--- src/rtl/card_clk_div_pkg.sv ---
package card_clk_div_pkg;

   typedef logic [3:0] tmode_t;

   // Mode order matters: the high-speed flag is a range compare.
   localparam tmode_t TM_BASE    = 4'd0;
   localparam tmode_t TM_HS_EMB  = 4'd1;
   localparam tmode_t TM_HS_CARD = 4'd2;
   localparam tmode_t TM_U12     = 4'd3;
   localparam tmode_t TM_U25     = 4'd4;
   localparam tmode_t TM_U50     = 4'd5;
   localparam tmode_t TM_U104    = 4'd6;
   localparam tmode_t TM_UDDR    = 4'd7;
   localparam tmode_t TM_EDDR    = 4'd8;
   localparam tmode_t TM_E200    = 4'd9;
   localparam tmode_t TM_E400    = 4'd10;

   localparam logic [1:0] SEL_CORE = 2'd0;
   localparam logic [1:0] SEL_RET  = 2'd1;
   localparam logic [1:0] SEL_FB   = 2'd2;

   function automatic logic tm_is_ddr(input tmode_t t);
      return (t == TM_UDDR) || (t == TM_EDDR);
   endfunction

   function automatic logic tm_is_fast(input tmode_t t);
      return (t >= TM_U50) && (t <= TM_E400);
   endfunction

   function automatic logic [1:0] lanes_field(input logic [3:0] n);
      case (n)
         4'd4:    return 2'd1;
         4'd8:    return 2'd2;
         default: return 2'd0;
      endcase
   endfunction

endpackage

--- src/rtl/card_clk_div_mode.sv ---
module card_clk_div_mode
   import card_clk_div_pkg::*;
(
   input  logic       clk_i,
   input  logic       rst_ni,
   input  tmode_t     timing_i,
   input  logic [1:0] src_sel_i,
   input  logic [3:0] lanes_i,
   output logic       ddr_now_o,
   output logic       ddr_o,
   output logic       fast_o,
   output logic [1:0] samp_o,
   output logic [1:0] width_o
);

   assign ddr_now_o = tm_is_ddr(timing_i);

   always_ff @(posedge clk_i or negedge rst_ni) begin
      if (!rst_ni) begin
         ddr_o   <= 1'b0;
         fast_o  <= 1'b0;
         samp_o  <= SEL_CORE;
         width_o <= 2'd0;
      end else begin
         ddr_o   <= tm_is_ddr(timing_i);
         fast_o  <= tm_is_fast(timing_i);
         samp_o  <= (timing_i == TM_U104) ? SEL_FB : src_sel_i;
         width_o <= lanes_field(lanes_i);
      end
   end

endmodule

--- src/rtl/card_clk_div_gen.sv ---
module card_clk_div_gen #(
   parameter int CODE_W    = 10,
   parameter bit BYPASS_EN = 1'b1
) (
   input  logic              clk_i,
   input  logic              rst_ni,
   input  logic [CODE_W-1:0] code_i,
   input  logic              ddr_i,
   output logic [CODE_W-1:0] code_act_o,
   output logic [CODE_W-1:0] cnt_o,
   output logic              div_q_o,
   output logic              byp_q_o,
   output logic              fall_stb_o
);

   localparam logic [CODE_W-1:0] CODE_MAX = '1;
   localparam logic [CODE_W-1:0] CODE_ONE = CODE_W'(1);

   logic [CODE_W-1:0] code_eff;
   logic              phase_end;

   generate
      if (BYPASS_EN) begin : g_byp
         assign code_eff = (ddr_i && code_i == '0) ? CODE_ONE : code_i;

         // Gate enable moves only while the kernel clock is low.
         always_ff @(negedge clk_i or negedge rst_ni) begin
            if (!rst_ni) byp_q_o <= 1'b0;
            else         byp_q_o <= (code_act_o == '0);
         end
      end else begin : g_nobyp
         assign code_eff = (code_i == '0) ? CODE_ONE : code_i;
         assign byp_q_o  = 1'b0;
      end
   endgenerate

   assign phase_end = (code_act_o != '0) && (cnt_o == code_act_o - CODE_ONE);

   always_ff @(posedge clk_i or negedge rst_ni) begin
      if (!rst_ni) begin
         code_act_o <= CODE_MAX;
         cnt_o      <= '0;
         div_q_o    <= 1'b0;
         fall_stb_o <= 1'b0;
      end else begin
         fall_stb_o <= 1'b0;
         if (code_act_o == '0) begin
            code_act_o <= code_eff;
            cnt_o      <= '0;
            div_q_o    <= 1'b0;
         end else if (phase_end) begin
            cnt_o <= '0;
            if (div_q_o) begin
               div_q_o    <= 1'b0;
               code_act_o <= code_eff;
               fall_stb_o <= ddr_i;
            end else begin
               div_q_o <= 1'b1;
            end
         end else begin
            cnt_o <= cnt_o + CODE_ONE;
         end
      end
   end

endmodule

--- src/rtl/card_clk_div_rate.sv ---
module card_clk_div_rate #(
   parameter int CODE_W    = 10,
   parameter int RATE_W    = 20,
   parameter int IN_KHZ    = 200000,
   parameter bit BYPASS_EN = 1'b1
) (
   input  logic [RATE_W-1:0] rate_i,
   input  logic              ddr_i,
   output logic [CODE_W-1:0] code_o
);

   localparam int NUM_W = RATE_W + 2;
   localparam int MAXV  = (1 << CODE_W) - 1;
   localparam logic [NUM_W-1:0]  IN_N   = NUM_W'(IN_KHZ);
   localparam logic [RATE_W-1:0] IN_R   = RATE_W'(IN_KHZ);
   localparam logic [NUM_W-1:0]  MAX_N  = NUM_W'(MAXV);

   logic [NUM_W-1:0] den;
   logic [NUM_W-1:0] num;
   logic [NUM_W-1:0] quo;

   assign den = (rate_i == '0) ? NUM_W'(1) : {1'b0, rate_i, 1'b0};
   assign num = IN_N + den - NUM_W'(1);
   assign quo = num / den;

   always_comb begin
      if (rate_i == '0)
         code_o = '1;
      else if (BYPASS_EN && !ddr_i && rate_i >= IN_R)
         code_o = '0;
      else if (quo > MAX_N)
         code_o = '1;
      else
         code_o = quo[CODE_W-1:0];
   end

endmodule

--- src/rtl/card_clk_div.sv ---
module card_clk_div
   import card_clk_div_pkg::*;
#(
   parameter int CODE_W    = 10,
   parameter int RATE_W    = 20,
   parameter int IN_KHZ    = 200000,
   parameter bit BYPASS_EN = 1'b1
) (
   input  logic              clk_i,
   input  logic              rst_ni,
   input  logic [CODE_W-1:0] div_code_i,
   input  logic [3:0]        timing_i,
   input  logic [1:0]        src_sel_i,
   input  logic [3:0]        lanes_i,
   input  logic [RATE_W-1:0] rate_req_i,
   output logic              card_ck_o,
   output logic              ddr_neg_en_o,
   output logic              ddr_o,
   output logic              bus_speed_o,
   output logic [1:0]        samp_sel_o,
   output logic [1:0]        width_o,
   output logic [CODE_W-1:0] rate_code_o
);

   generate
      if (CODE_W < 2 || CODE_W > 16) begin : g_bad_code_w
         $error("card_clk_div: CODE_W must be 2..16");
      end
      if (RATE_W < 2 || RATE_W > 30) begin : g_bad_rate_w
         $error("card_clk_div: RATE_W must be 2..30");
      end
      if (IN_KHZ < 1 || IN_KHZ >= (1 << RATE_W)) begin : g_bad_in_khz
         $error("card_clk_div: IN_KHZ must fit in RATE_W bits");
      end
   endgenerate

   logic              ddr_now;
   logic [CODE_W-1:0] code_act;
   logic [CODE_W-1:0] cnt;
   logic              div_q;
   logic              byp_q;

   card_clk_div_mode u_mode (
      .clk_i     (clk_i),
      .rst_ni    (rst_ni),
      .timing_i  (timing_i),
      .src_sel_i (src_sel_i),
      .lanes_i   (lanes_i),
      .ddr_now_o (ddr_now),
      .ddr_o     (ddr_o),
      .fast_o    (bus_speed_o),
      .samp_o    (samp_sel_o),
      .width_o   (width_o)
   );

   card_clk_div_gen #(
      .CODE_W    (CODE_W),
      .BYPASS_EN (BYPASS_EN)
   ) u_gen (
      .clk_i      (clk_i),
      .rst_ni     (rst_ni),
      .code_i     (div_code_i),
      .ddr_i      (ddr_o),
      .code_act_o (code_act),
      .cnt_o      (cnt),
      .div_q_o    (div_q),
      .byp_q_o    (byp_q),
      .fall_stb_o (ddr_neg_en_o)
   );

   card_clk_div_rate #(
      .CODE_W    (CODE_W),
      .RATE_W    (RATE_W),
      .IN_KHZ    (IN_KHZ),
      .BYPASS_EN (BYPASS_EN)
   ) u_rate (
      .rate_i (rate_req_i),
      .ddr_i  (ddr_now),
      .code_o (rate_code_o)
   );

   // Divided phase, or the kernel clock gated by a low-phase enable.
   assign card_ck_o = div_q | (clk_i & byp_q);

endmodule

--- config.mk ---
export PLATFORM = sky130hd
export DESIGN_NAME = card_clk_div
export DESIGN_NICKNAME = d
export VERILOG_FILES = /design/src/rtl/card_clk_div_pkg.sv /design/src/rtl/card_clk_div_mode.sv /design/src/rtl/card_clk_div_gen.sv /design/src/rtl/card_clk_div_rate.sv /design/src/rtl/card_clk_div.sv
export SDC_FILE = /design/constraint.sdc
export NUM_CORES = 1
export LEC_CHECK = 0
export ABC_AREA = 0
export ABC_CLOCK_PERIOD_IN_PS = 73100
export BUFFER_PORTS_ARGS = -buffer_cell sky130_fd_sc_hd__clkbuf_2
export CORE_MARGIN = 2
export CORE_UTILIZATION = 55
export CTS_CLUSTER_DIAMETER = 30
export CTS_CLUSTER_SIZE = 30
export DETAILED_ROUTE_END_ITERATION = 8
export PLACE_DENSITY = 0.81
export SETUP_SLACK_MARGIN = 0.3
export SLEW_MARGIN = 10
export SYNTH_ARGS = -nofsm -noshare
export SYNTH_HDL_FRONTEND = slang
export SYNTH_SLANG_ARGS = --single-unit
--- constraint.sdc ---
create_clock -name clk_i -period 73.1 [get_ports clk_i]
set_input_delay 14.62 -clock clk_i [delete_from_list [all_inputs] [get_ports clk_i]]
set_output_delay 14.62 -clock clk_i [all_outputs]
set_load 0.01 [all_outputs]
==> impl_summary.txt <==
----------------------------------------------------
[Run status]
  Run status ... finished, final reports clean

[STA]
  Final period utilization ... about 100%
  Slew at the pin closest to its max-slew limit ... 1.38 ns
  Final Max Tran Viols ... 0
  Total setup violations reported at the end of the flow ... 0
  Hold violation total from the final report ... 0
  Minimum hold slack ... around 0.53 ns
  Final critical path time including I/O delays and setup ... 72.66 ns
  Worst Skew ... 0.0504 ns
  Max frequency ... 13.8 MHz
  Slew margin rel. ... ~7.4%

[Place]
  Placed Area ... 0.0157 mm2
  Last weighted congestion value of the routability-driven placer ... between 1 and 1.5
  DPL Wire Length ... 35500 um
  Count of buffers inserted at the top-level ports ... 59

[Final layout]
  Number of fill cells ... 1693
  Synth-to-layout area growth ... 31.5%
  Cell area after layout ... 0.0186 mm2
  Fraction of layout cells with a size suffix above 1 ... 32.1%
  Antenna Diode Count ... 0
  Number of nets in the layout ... 2459

[Die]
  Number of top-level design ports ... 60
  Initial cell density of the core ... 56.1%
  Die Wd ... 165 um
  Core box area ... 0.0253 mm2
  Floorplan die height ... approximately 160 um
  Overall die area ... ~0.027 mm2
  Count of standard-cell rows ... 58

[Pwr]
  VDD IR max ... between 0.00002 and 0.00003 V
  Power density cells ... 16.9 mW/mm2
  Leak Pwr ... 8.03 nW

[Worst setup path]
  Req. time, crit path ... 58.48 ns
  Worst-path fanout max ... 8
  Critical path's largest stage delay ... 0.56 ns
  Reg-to-Reg End ... u_gen.byp_q_o
  Worst setup path class ... in2out
  Kind of cell adding the most delay to the critical path ... compound AO/OA/AOI/OAI gates
  Slowest stage cell, crit path ... sky130_fd_sc_hd__or4_4
  WP buf/inv ... 23
  Setup crit end kind ... output port
  Launching point of the worst reg2reg path ... u_gen.code_act_o[2]
  Critical Path Start Type ... primary input
  R2r setup slk ... 34.93 ns
  Depth of the worst register-to-register path ... 5
  Arrival @ worst endpoint ... 58.04 ns
  Library cell appearing most often on the critical path ... sky130_fd_sc_hd__o21a_1

[Logic synthesis]
  Cell accounting for the most synthesized area ... sky130_fd_sc_hd__ha_1
  Main flop type after synthesis ... sky130_fd_sc_hd__dfrtp_1
  Syn. warnings ... 0
  Cell variety after synth ... between 90 and 100
  Share of flip-flops with an asynchronous set or reset after synthesis ... 100%
  Share of the synthesized netlist area taken by xor and xnor gates ... 9.58%
  Share of the synthesized area in the top cell type ... around a fifth
  Portion of netlist area occupied by mux cells ... 9.54%
  Total standard cell area after synthesis ... 0.0142 mm2
  Post-Syn Nets ... 2192
  Post-synthesis instance total ... 1911
  Post-synthesis register bit count ... 29
  Synthesized-area fraction occupied by ao, oa, aoi and oai cells ... 27.6%
  Sequential area share after synthesis ... 5.21%
  Main combinational cell family by area after synthesis ... compound AO/OA/AOI/OAI gates
  Simple-gate share of the synthesized area ... 23.2%
  Leading cell type by number of instances after synthesis ... sky130_fd_sc_hd__ha_1
  Avg Inst Size Synth ... approximately 7.4 um2
  Adder-cell share of the synthesized area ... 21.5%
  Largest cells by area after synthesis ... sky130_fd_sc_hd__ha_1, sky130_fd_sc_hd__mux2_2, sky130_fd_sc_hd__xnor2_1
  Count of flip-flops with a built-in enable after synthesis ... 0
  Most frequent cells after synthesis ... sky130_fd_sc_hd__ha_1, sky130_fd_sc_hd__nor2_1, sky130_fd_sc_hd__nor3_1

[Min path]
  Hold Path Stages ... 1
  Startpoint of the tightest hold check path ... u_gen.cnt_o[0]
  Class of the tightest hold or removal check ... reg2reg
  Worst hold path endpoint ... u_gen.cnt_o[0]

[Drt]
  Routed wire per std cell ... around 22 um
  DR iter-0 viols ... 2160
  Vias ... 17247
  Via-per-instance ratio ... 6.87
  Post-detailed-route count of antenna-violating nets ... 0
  Number of optimization iterations in the first detailed-route pass ... 6
  Final WL ... 55000 um
  DRC Markers ... 0

[Global route]
  First-pass GRT wire length ... about 73000 um
  Tot GR Track Use ... 33.1%
  Maximum number of pins on one net before global-route repair ... 30
  Via count of the first global-routing pass ... 14849
  Global route total overflow ... 0
  Antenna violations before repair ... 1

[Clock tree]
  Reg clk slew, reported paths ... 0.05 ns
  Later-pin clock latency in the skew report ... 0.43 ns
  TritonCTS clock tree ... yes

[Run]
  Number of maximum-capacitance constraint violations ... 0

----------------------------------------------------
## timing repair
| action | 4_1_cts | 5_1_grt |
|---|---|---|
| hold buffers | 0 | 0 |
| setup buffers | 19 | 115 |
| pin swaps | 15 | 162 |
| endpoints found under the setup margin | 2 | 2 |
| resized for setup | 38 | 292 |
| hold endpoints to repair | 0 | 0 |
| cloned | 1 | 4 |
## power breakdown
group,switching [W],leakage [nW],total [W],internal [W]
Combinational,0.000144,7.56,0.000265,0.000120
Sequential,0.00000332,0.347,0.0000222,0.0000189
Clock,0.00000819,0.123,0.0000277,0.0000196
## sequential cells by signal, summed over array words and instances, names as in the netlist
name and flops:
u_gen.code_act_o 10, u_mode.width_o 2, u_mode.fast_o 1, u_gen.fall_stb_o 1, u_mode.ddr_o 1, u_gen.div_q_o 1, u_gen.byp_q_o 1, u_gen.cnt_o 10
u_mode.samp_o 2
## worst register-to-register path: cells and delay by family, from the launching register on
kind             cells  cell delay, ns
and+or+nand+nor      5            1.17
DFF                  1            0.39
## stage by stage
stage | power, W | TNS (ns) | setup slack [ns] | utilization (%) | std cells
6_report | 0.000315 | 0 | 0.437 | 73.8 | 2509
5_1_grt | 0.000334 | -1.07 | -1.07 | 73.8 | 2509
4_1_cts | 0.000262 | 0 | 0.309 | 64.2 | 2390
3_5_place_dp | 0.000228 | -1.57 | -1.57 | 62.0 | 2359
3_3_place_gp | 0.000222 | -0.0913 | -0.0913 | 62.0 | 2359
2_1_floorplan | 0.000182 | 0 | 0.352 | - | 1911
## per-layer routing
layer	up-vias	track usage [%]	wire, um
li1	7708	-	-
met1	7980	41.6	20800
met2	1157	55.3	24300
met3	400	4.27	5900
met4	2	17.2	4020
met5	-	0	10
## layout by cell type (no fill, tap or decap), drive strengths merged, types with 7 or more instances in the layout
cell	count
a221oi	9
ha	239
nand3	38
or3	12
o21a	118
o21ai	109
a31oi	17
nand4	25
a21o	52
inv	86
nor4	19
or4	8
and4	8
mux2	113
o21bai	19
dfstp	10
xor2	41
a211oi	12
clkbuf	66
o31ai	28
and3	12
nor3	130
nor2	202
a31o	7
dfrtp	18
xnor2	114
buf	238
o211ai	17
nand2b	23
and2	18
nor2b	29
a21oi	106
or2	11
mux2i	8
nand2	130
## cell families after synthesis
| group | count (synthesis) |
|---|---|
| flops | 29 |
| mux | 121 |
| xor+xnor | 155 |
| buf+inv | 127 |
| simple gates | 675 |
| fa+ha+maj | 245 |
| compound gates | 559 |
## area by class of cell
class                   instances  area, um2  share of cell area (%)
clock buffers                  10        209                    1.12
clock inverters                 2       10.0                  0.0537
inverters                      86        323                    1.73
multi-input cells            1758      14800                    79.5
flip-flops and latches         29        738                    3.96
well taps                     330        413                    2.21
repair buffers                294       2130                    11.4
## how the worst max path moves through the flow
stage,startpoint,end,slack (ns),depth (start not counted)
2_1_floorplan,rate_req_i[1],rate_code_o[0],0.35,237
3_3_place_gp,rate_req_i[0],rate_code_o[0],-0.09,227
3_5_place_dp,rate_req_i[0],rate_code_o[0],-1.57,217
4_1_cts,rate_req_i[4],rate_code_o[0],0.31,225
5_1_grt,rate_req_i[1],rate_code_o[0],-1.07,228
6_report,rate_req_i[3],rate_code_o[0],0.44,228
Note: power is estimated with default switching activity, not from simulation.
